### config.mk
export PLATFORM = sky130hd
export DESIGN_NAME = tbw_window
export DESIGN_NICKNAME = d
export VERILOG_FILES = /design/src/rtl/tbw_pkg.sv /design/src/rtl/tbw_ctrl.sv /design/src/rtl/tbw_store.sv /design/src/rtl/tbw_rdptr.sv /design/src/rtl/tbw_window.sv
export SDC_FILE = /design/constraint.sdc
export NUM_CORES = 2
export LEC_CHECK = 0
export BUFFER_PORTS_ARGS = -buffer_cell sky130_fd_sc_hd__buf_2
export CAP_MARGIN = 20
export CELL_PAD_IN_SITES_DETAIL_PLACEMENT = 0
export CELL_PAD_IN_SITES_GLOBAL_PLACEMENT = 1
export CORE_ASPECT_RATIO = 1.4
export CORE_MARGIN = 5
export CORE_UTILIZATION = 45
export CTS_CLUSTER_SIZE = 28
export DETAILED_ROUTE_END_ITERATION = 10
export PLACE_DENSITY = 0.65
export RECOVER_POWER = 25
export SYNTH_ARGS = -nofsm -noshare
export SYNTH_HDL_FRONTEND = slang
export SYNTH_SLANG_ARGS = --single-unit
### constraint.sdc
create_clock -name clk -period 4.9 [get_ports clk]
set_input_delay 0.245 -clock clk [delete_from_list [all_inputs] [get_ports clk]]
set_output_delay 0.245 -clock clk [all_outputs]
set_load 0.01 [all_outputs]
### src/rtl/tbw_pkg.sv
package tbw_pkg;

    localparam int SLICE_W = 16;
    localparam int LINE_W  = 64;
    localparam int SLICES  = LINE_W / SLICE_W;
    localparam int SLICE_AW = $clog2(SLICES);

    typedef enum logic [1:0] {
        ST_HELD  = 2'd0,
        ST_OPEN  = 2'd1,
        ST_ARMED = 2'd2
    } tbw_state_e;

endpackage

### src/rtl/tbw_ctrl.sv
module tbw_ctrl
    import tbw_pkg::*;
(
    input  logic       clk,
    input  logic       rst_n,
    input  logic       arm_wr,
    input  logic       arm_val,
    input  logic       unlock_req,
    output tbw_state_e st_q,
    output logic       armed,
    output logic       rd_open,
    output logic       reload
);

    tbw_state_e st_d;
    logic       arm_set;
    logic       arm_clr;

    assign arm_set = arm_wr && arm_val;
    assign arm_clr = arm_wr && !arm_val;

    // state register
    always_ff @(posedge clk or negedge rst_n) begin
        if (!rst_n) begin
            st_q <= ST_HELD;
        end else begin
            st_q <= st_d;
        end
    end

    // next state: ARM_SET has priority over UNLOCK / RELOAD
    always_comb begin
        st_d = st_q;
        unique case (st_q)
            ST_HELD: begin
                if (arm_set)         st_d = ST_ARMED;   // ARM_SET
                else if (unlock_req) st_d = ST_OPEN;    // UNLOCK
            end
            ST_OPEN: begin
                if (arm_set)         st_d = ST_ARMED;   // ARM_SET
                else                 st_d = ST_OPEN;    // RELOAD or stay
            end
            ST_ARMED: begin
                if (arm_clr)         st_d = ST_HELD;    // DISARM
            end
            default:                 st_d = ST_HELD;
        endcase
    end

    // outputs
    always_comb begin
        armed   = 1'b0;
        rd_open = 1'b0;
        reload  = 1'b0;
        unique case (st_q)
            ST_HELD:  reload  = unlock_req && !arm_set;
            ST_OPEN: begin
                rd_open = 1'b1;
                reload  = unlock_req && !arm_set;
            end
            ST_ARMED: armed   = 1'b1;
            default: ;
        endcase
    end

endmodule

### src/rtl/tbw_store.sv
module tbw_store
    import tbw_pkg::*;
#(
    parameter int DEPTH = 64,
    localparam int LAW = (DEPTH > 1) ? $clog2(DEPTH) : 1
) (
    input  logic              clk,
    input  logic              rst_n,
    input  logic              cap_we,
    input  logic [LINE_W-1:0] cap_data,
    input  logic [LAW-1:0]    rd_line,
    output logic [LINE_W-1:0] rd_word,
    output logic [LAW-1:0]    wr_line,
    output logic [LAW-1:0]    oldest
);

    logic [LINE_W-1:0] mem [DEPTH];
    logic              wrapped;
    logic              at_end;

    assign at_end = (wr_line == LAW'(DEPTH - 1));

    // line storage: no reset, contents survive every reset
    always_ff @(posedge clk) begin
        if (cap_we) begin
            mem[wr_line] <= cap_data;
        end
    end

    always_ff @(posedge clk or negedge rst_n) begin
        if (!rst_n) begin
            wr_line <= '0;
            wrapped <= 1'b0;
        end else if (cap_we) begin
            if (at_end) begin
                wr_line <= '0;
                wrapped <= 1'b1;
            end else begin
                wr_line <= wr_line + LAW'(1);
            end
        end
    end

    assign oldest  = wrapped ? wr_line : '0;
    assign rd_word = mem[rd_line];

endmodule

### src/rtl/tbw_rdptr.sv
module tbw_rdptr
    import tbw_pkg::*;
#(
    parameter int DEPTH = 64,
    localparam int LAW = (DEPTH > 1) ? $clog2(DEPTH) : 1
) (
    input  logic                clk,
    input  logic                rst_n,
    input  logic                reload,
    input  logic [LAW-1:0]      reload_line,
    input  logic                step,
    output logic [LAW-1:0]      rd_line,
    output logic [SLICE_AW-1:0] rd_slice
);

    logic last_slice;
    logic last_line;

    assign last_slice = (rd_slice == SLICE_AW'(SLICES - 1));
    assign last_line  = (rd_line == LAW'(DEPTH - 1));

    always_ff @(posedge clk or negedge rst_n) begin
        if (!rst_n) begin
            rd_line  <= '0;
            rd_slice <= '0;
        end else if (reload) begin
            rd_line  <= reload_line;
            rd_slice <= '0;
        end else if (step) begin
            if (last_slice) begin
                rd_slice <= '0;
                rd_line  <= last_line ? '0 : rd_line + LAW'(1);
            end else begin
                rd_slice <= rd_slice + SLICE_AW'(1);
            end
        end
    end

endmodule

### src/rtl/tbw_window.sv
module tbw_window
    import tbw_pkg::*;
#(
    parameter int DEPTH = 64,
    localparam int LAW = (DEPTH > 1) ? $clog2(DEPTH) : 1
) (
    input  logic        clk,
    input  logic        rst_n,
    input  logic        bus_req,
    input  logic        bus_we,
    input  logic        bus_word,
    input  logic        bus_a0,
    input  logic        arm_wr,
    input  logic        arm_val,
    input  logic        secure,
    input  logic        src_trace,
    input  logic        cap_valid,
    input  logic [63:0] cap_data,
    output logic [15:0] bus_rdata
);

    tbw_state_e          st_q;
    logic                armed;
    logic                rd_open;
    logic                reload;
    logic                aligned;
    logic                unlock_req;
    logic                rd_access;
    logic                rd_ok;
    logic [LAW-1:0]      rd_line;
    logic [SLICE_AW-1:0] rd_slice;
    logic [LAW-1:0]      wr_line;
    logic [LAW-1:0]      oldest;
    logic [LINE_W-1:0]   rd_word;
    logic [SLICE_W-1:0]  slice_arr [SLICES];
    logic [SLICE_W-1:0]  rdata_q;

    assign aligned    = bus_word && !bus_a0;
    assign unlock_req = bus_req && bus_we && aligned;
    assign rd_access  = bus_req && !bus_we;
    assign rd_ok      = rd_access && aligned && rd_open && !secure && src_trace;

    tbw_ctrl u_ctrl (
        .clk        (clk),
        .rst_n      (rst_n),
        .arm_wr     (arm_wr),
        .arm_val    (arm_val),
        .unlock_req (unlock_req),
        .st_q       (st_q),
        .armed      (armed),
        .rd_open    (rd_open),
        .reload     (reload)
    );

    tbw_store #(.DEPTH(DEPTH)) u_store (
        .clk      (clk),
        .rst_n    (rst_n),
        .cap_we   (cap_valid && armed),
        .cap_data (cap_data),
        .rd_line  (rd_line),
        .rd_word  (rd_word),
        .wr_line  (wr_line),
        .oldest   (oldest)
    );

    tbw_rdptr #(.DEPTH(DEPTH)) u_rdptr (
        .clk         (clk),
        .rst_n       (rst_n),
        .reload      (reload),
        .reload_line (oldest),
        .step        (rd_ok),
        .rd_line     (rd_line),
        .rd_slice    (rd_slice)
    );

    // slice 0 is the most significant half-word
    for (genvar g = 0; g < SLICES; g++) begin : g_slice
        assign slice_arr[g] = rd_word[LINE_W-1-g*SLICE_W -: SLICE_W];
    end

    always_ff @(posedge clk or negedge rst_n) begin
        if (!rst_n) begin
            rdata_q <= '0;
        end else if (rd_access) begin
            rdata_q <= rd_ok ? slice_arr[rd_slice] : '0;
        end
    end

    assign bus_rdata = rdata_q;

endmodule

==> key figures <==
Logic synthesis
  • Fraction of synthesized cell area in xor and xnor cells: less than 1%
  • Area fraction in and, or, nand and nor cells after synthesis: under 10%
  • EDFF count, synth: just over 4000
  • Post-synth top area share: a little under 80%
  • Sequential cell area fraction in the yosys report: around four fifths
  • Number of distinct library cell variants in the gate-level netlist after synthesis: 74
  • Post-synthesis adder-cell area fraction: less than 1%
  • Leading cell type by number of instances after synthesis: edfxtp_1
  • Synthesized net count: 6933
  • Average footprint of a synthesized cell: between 20 and 25 um^2
  • Proportion of synthesized flip-flops having asynchronous set or reset: less than 1%
  • Synthesis warning total: 0
  • Library cell occupying the most area in the post-synthesis netlist: edfxtp_1
  • Flops & latches, synth: 4129
  • Largest family of logic cells by synthesized area: multiplexers
  • Most frequently used flop master after synthesis: edfxtp_1
  • Most area-consuming cells after synthesis: edfxtp_1, mux4_2, mux2i_1
  • Compound-cell area share of the yosys netlist: 2.483%
  • Leading cell types by count after synthesis: edfxtp_1, mux4_2, mux2i_1
  • Post-synthesis instance area: about 160000 um^2
  • Synth Instances: 6855
  • Portion of netlist area occupied by mux cells: 16.51%

Setup path
  • Critical Path Start: u_rdptr.rd_line[1]
  • Worst endpoint data arrival time: 5.22 ns
  • Data required time of the critical path: roughly 5.7 ns
  • Count of buffering cells on the critical path with inverters included: 2
  • CP Class: reg2reg
  • Critical-path top delay cell: dfrtp_4
  • Origin of the critical flop-to-flop path: u_rdptr.rd_line[1]
  • Critical Path Source Type: register
  • Crit-path cells: buf_12 -> mux4_2 -> mux4_2 -> nor2_1 -> nor2_1 -> o21ai_0 -> buf_4 -> o2111ai_1
  • Endpoint kind of the worst setup timing path: register
  • CP top delay family: flip-flops
  • Delay of the slowest cell on the worst path: ~1.0 ns
  • Critical path fanouts, max: 57

Layout
  • NumNets Final: 7472
  • Post-route core utilization: 51.43%
  • Post-synthesis to final-layout area growth: 13.85%
  • Fill cells: approximately 27000
  • Layout cell share with drive strength beyond 1: between 20% and 30%

Global route
  • Initial antenna violation count: 39
  • Grt total ovfl: 0
  • Pin count of the biggest net entering global routing: between 60 and 70
  • Vias in the first global route: approximately 80000
  • Wire length of the first global-routing pass: between 700 and 800 mm
  • Total global-route track usage: roughly 28%

Run status
  • Violated checks: capacitance limit, slew limit
  • Status: finished with violations

Floorplanning
  • DIE AREA: between 300000 and 400000 um^2
  • Area of the placeable core: between 300000 and 400000 um^2
  • Effective utilization at floorplan: roughly 45%
  • # rows: approximately 260
  • Floorplan die height: 711.5 um
  • Number of primary I/O pins: 91
  • Horizontal extent of the die: ~510 um

CTS
  • Clock net sink count: slightly above 4000
  • Number of post-CTS setup repair buffers: 0
  • CTS tree: yes
  • Number of buffers created by CTS: approximately 390
  • Clock-pin slew reported for the worst setup and hold paths after clock tree synthesis: approximately 0.06 ns
  • Buffers from clock root to sink, at most: 4
  • Clock insertion delay at the later pin of the skew report: approximately 0.96 ns
  • Root buffer cell: clkbuf_16
  • Deepest level of the CTS H-tree: 5

Routing
  • Number of remaining DRC errors: 0
  • DRC violation total after the first TritonRoute iteration: between 10000 and 15000
  • Total number of vias: about 80000
  • Post-detailed-route wirelength per cell: 42.05 um
  • First-pass iteration count of the detailed router: 8
  • ANT nets after route: 0
  • Wire length reported by the detailed router: 520.6 mm
  • Drt via density: roughly 6.6

Timing
  • Post-route clock skew: 0.08955 ns
  • Setup repair after global routing missed its margin: no
  • Total setup violations reported at the end of the flow: 0
  • Hold Vio Cnt, Final: 0
  • Final max-slew violation count: approximately 2200
  • Worst-Margin Slew: roughly 2.7 ns
  • Minimum clock period after layout: 4.416 ns
  • Final setup TNS: 0 ns
  • Rel. slew slack: -78.91%
  • Fmax: roughly 230 MHz
  • Part of the cycle the worst path needs: between 90 and 100%

Power
  • Total power divided by cell area: 503.9 nW/um^2
  • Max VDD drop: ~0.34 mV
  • LEAKAGE: roughly 56 nW

Place
  • Final weighted congestion in routability-driven placement: between 0.8 and 0.9
  • Total of buffers placed on input and output ports: 90
  • DP HPWL: 277.9 mm

Job
  • Max-cap check violation count: 34

Worst hold path
  • Min-delay worst type: in2reg
  • Worst Min Path Start: arm_wr
## power by group
part,switching [mW],total [mW],internal (mW)
sequential,0.355,39.7,39.4
combinational,11.4,20.9,9.54
clock,13.2,30.1,16.9
total,24.9,90.7,65.8
## sequential cells by signal, summed over array words and instances, names as in the netlist
signal,flops
u_store.wr_line,6
u_rdptr.rd_slice,2
u_store.mem,4096
u_ctrl.st_q,2
bus_rdata,16
u_rdptr.rd_line,6
u_store.wrapped,1
## worst min-delay path: cells and delay by family
family,cells,cell delay (ns)
AOI/OAI and AO/OA,1,0.04
buffers and inverters,2,0.67
muxes,1,0.12
## logic make-up (layout without fill, tap and decap cells)
group,after synthesis,count (layout)
AO/OA/AOI/OAI,565,565
AND/OR/NAND/NOR,408,408
flip-flops,4129,4129
XOR/XNOR,3,3
adder cells (fa/ha/maj),3,3
other,0,14
buffers and inverters,394,1242
multiplexers,1353,1353
## through the flow
stage                     hold slack, ns  cell area, um^2  power [mW]  setup WS (ns)  instances
final                             0.1679           180100       90.75         0.4837      12380
after global routing              0.1352           180100       93.57         0.5821      12370
after CTS                      0.0004405           179800       91.26         0.6166      12340
after detailed placement          0.4774           167000       61.46         0.6386      11610
after global placement            0.4876           167000       61.29         0.5589      11600
after floorplan                 -0.05059           158200       54.94         0.5128       6855
## cell usage in the layout, fill, tap and decap left out, types with 50 or more instances in the layout
master,instances
a21oi_1,91
a221oi_1,58
a22oi_1,75
buf_12,121
buf_2,50
buf_4,271
clkbuf_1,120
clkbuf_16,391
clkinv_1,82
clkinv_2,67
edfxtp_1,4096
mux2i_1,337
mux4_2,1004
nand2_1,144
nor2_1,60
nor2_4,67
o21ai_0,93
o22ai_1,68
## path summary, 6_finish.rpt
| path | to | slack (ns) | depth (start not counted) |
|---|---|---|---|
| setup / recovery | bus_rdata[11] | 0.48 | 8 |
| hold / removal | u_ctrl.st_q[1] | 0.17 | 4 |
| setup reg to reg | bus_rdata[11] | 0.48 | 8 |
| hold reg to reg | u_ctrl.st_q[1] | 0.50 | 1 |
| max in group asynchronous | u_rdptr.rd_line[0] | 3.55 | 4 |
| min in group asynchronous | u_ctrl.st_q[0] | 0.53 | 4 |
## metal layers
metal	wire, um	part of all wire, %	global-route usage [%]	vias up
li1	-	-	-	30450
met1	188600	36	36.47	44850
met2	255500	49	46.55	4972
met3	45570	8.8	4.760	1164
met4	30760	5.9	13.39	22
met5	138	0.027	0	-
## cell type report
cell class / instances / area [um^2] / share of cell area, %
flip-flops and latches: 4129 / 123800 / 68.77
multi-input cells: 2332 / 32500 / 18.04
repair buffers: 537 / 5371 / 2.983
clock buffers: 481 / 10280 / 5.710
diodes: 14 / 35.03 / 0.01945
inverters: 8 / 40.04 / 0.02223
clock inverters: 216 / 2185 / 1.213
well taps: 4662 / 5833 / 3.239
## what timing repair did
action / in CTS / in global routing
hold endpoints to repair: 820 / 768
resized for setup: 0 / 0
hold buffers: 36 / 12
setup endpoints to repair: 0 / 0
Note: power is estimated with default switching activity, not from simulation.
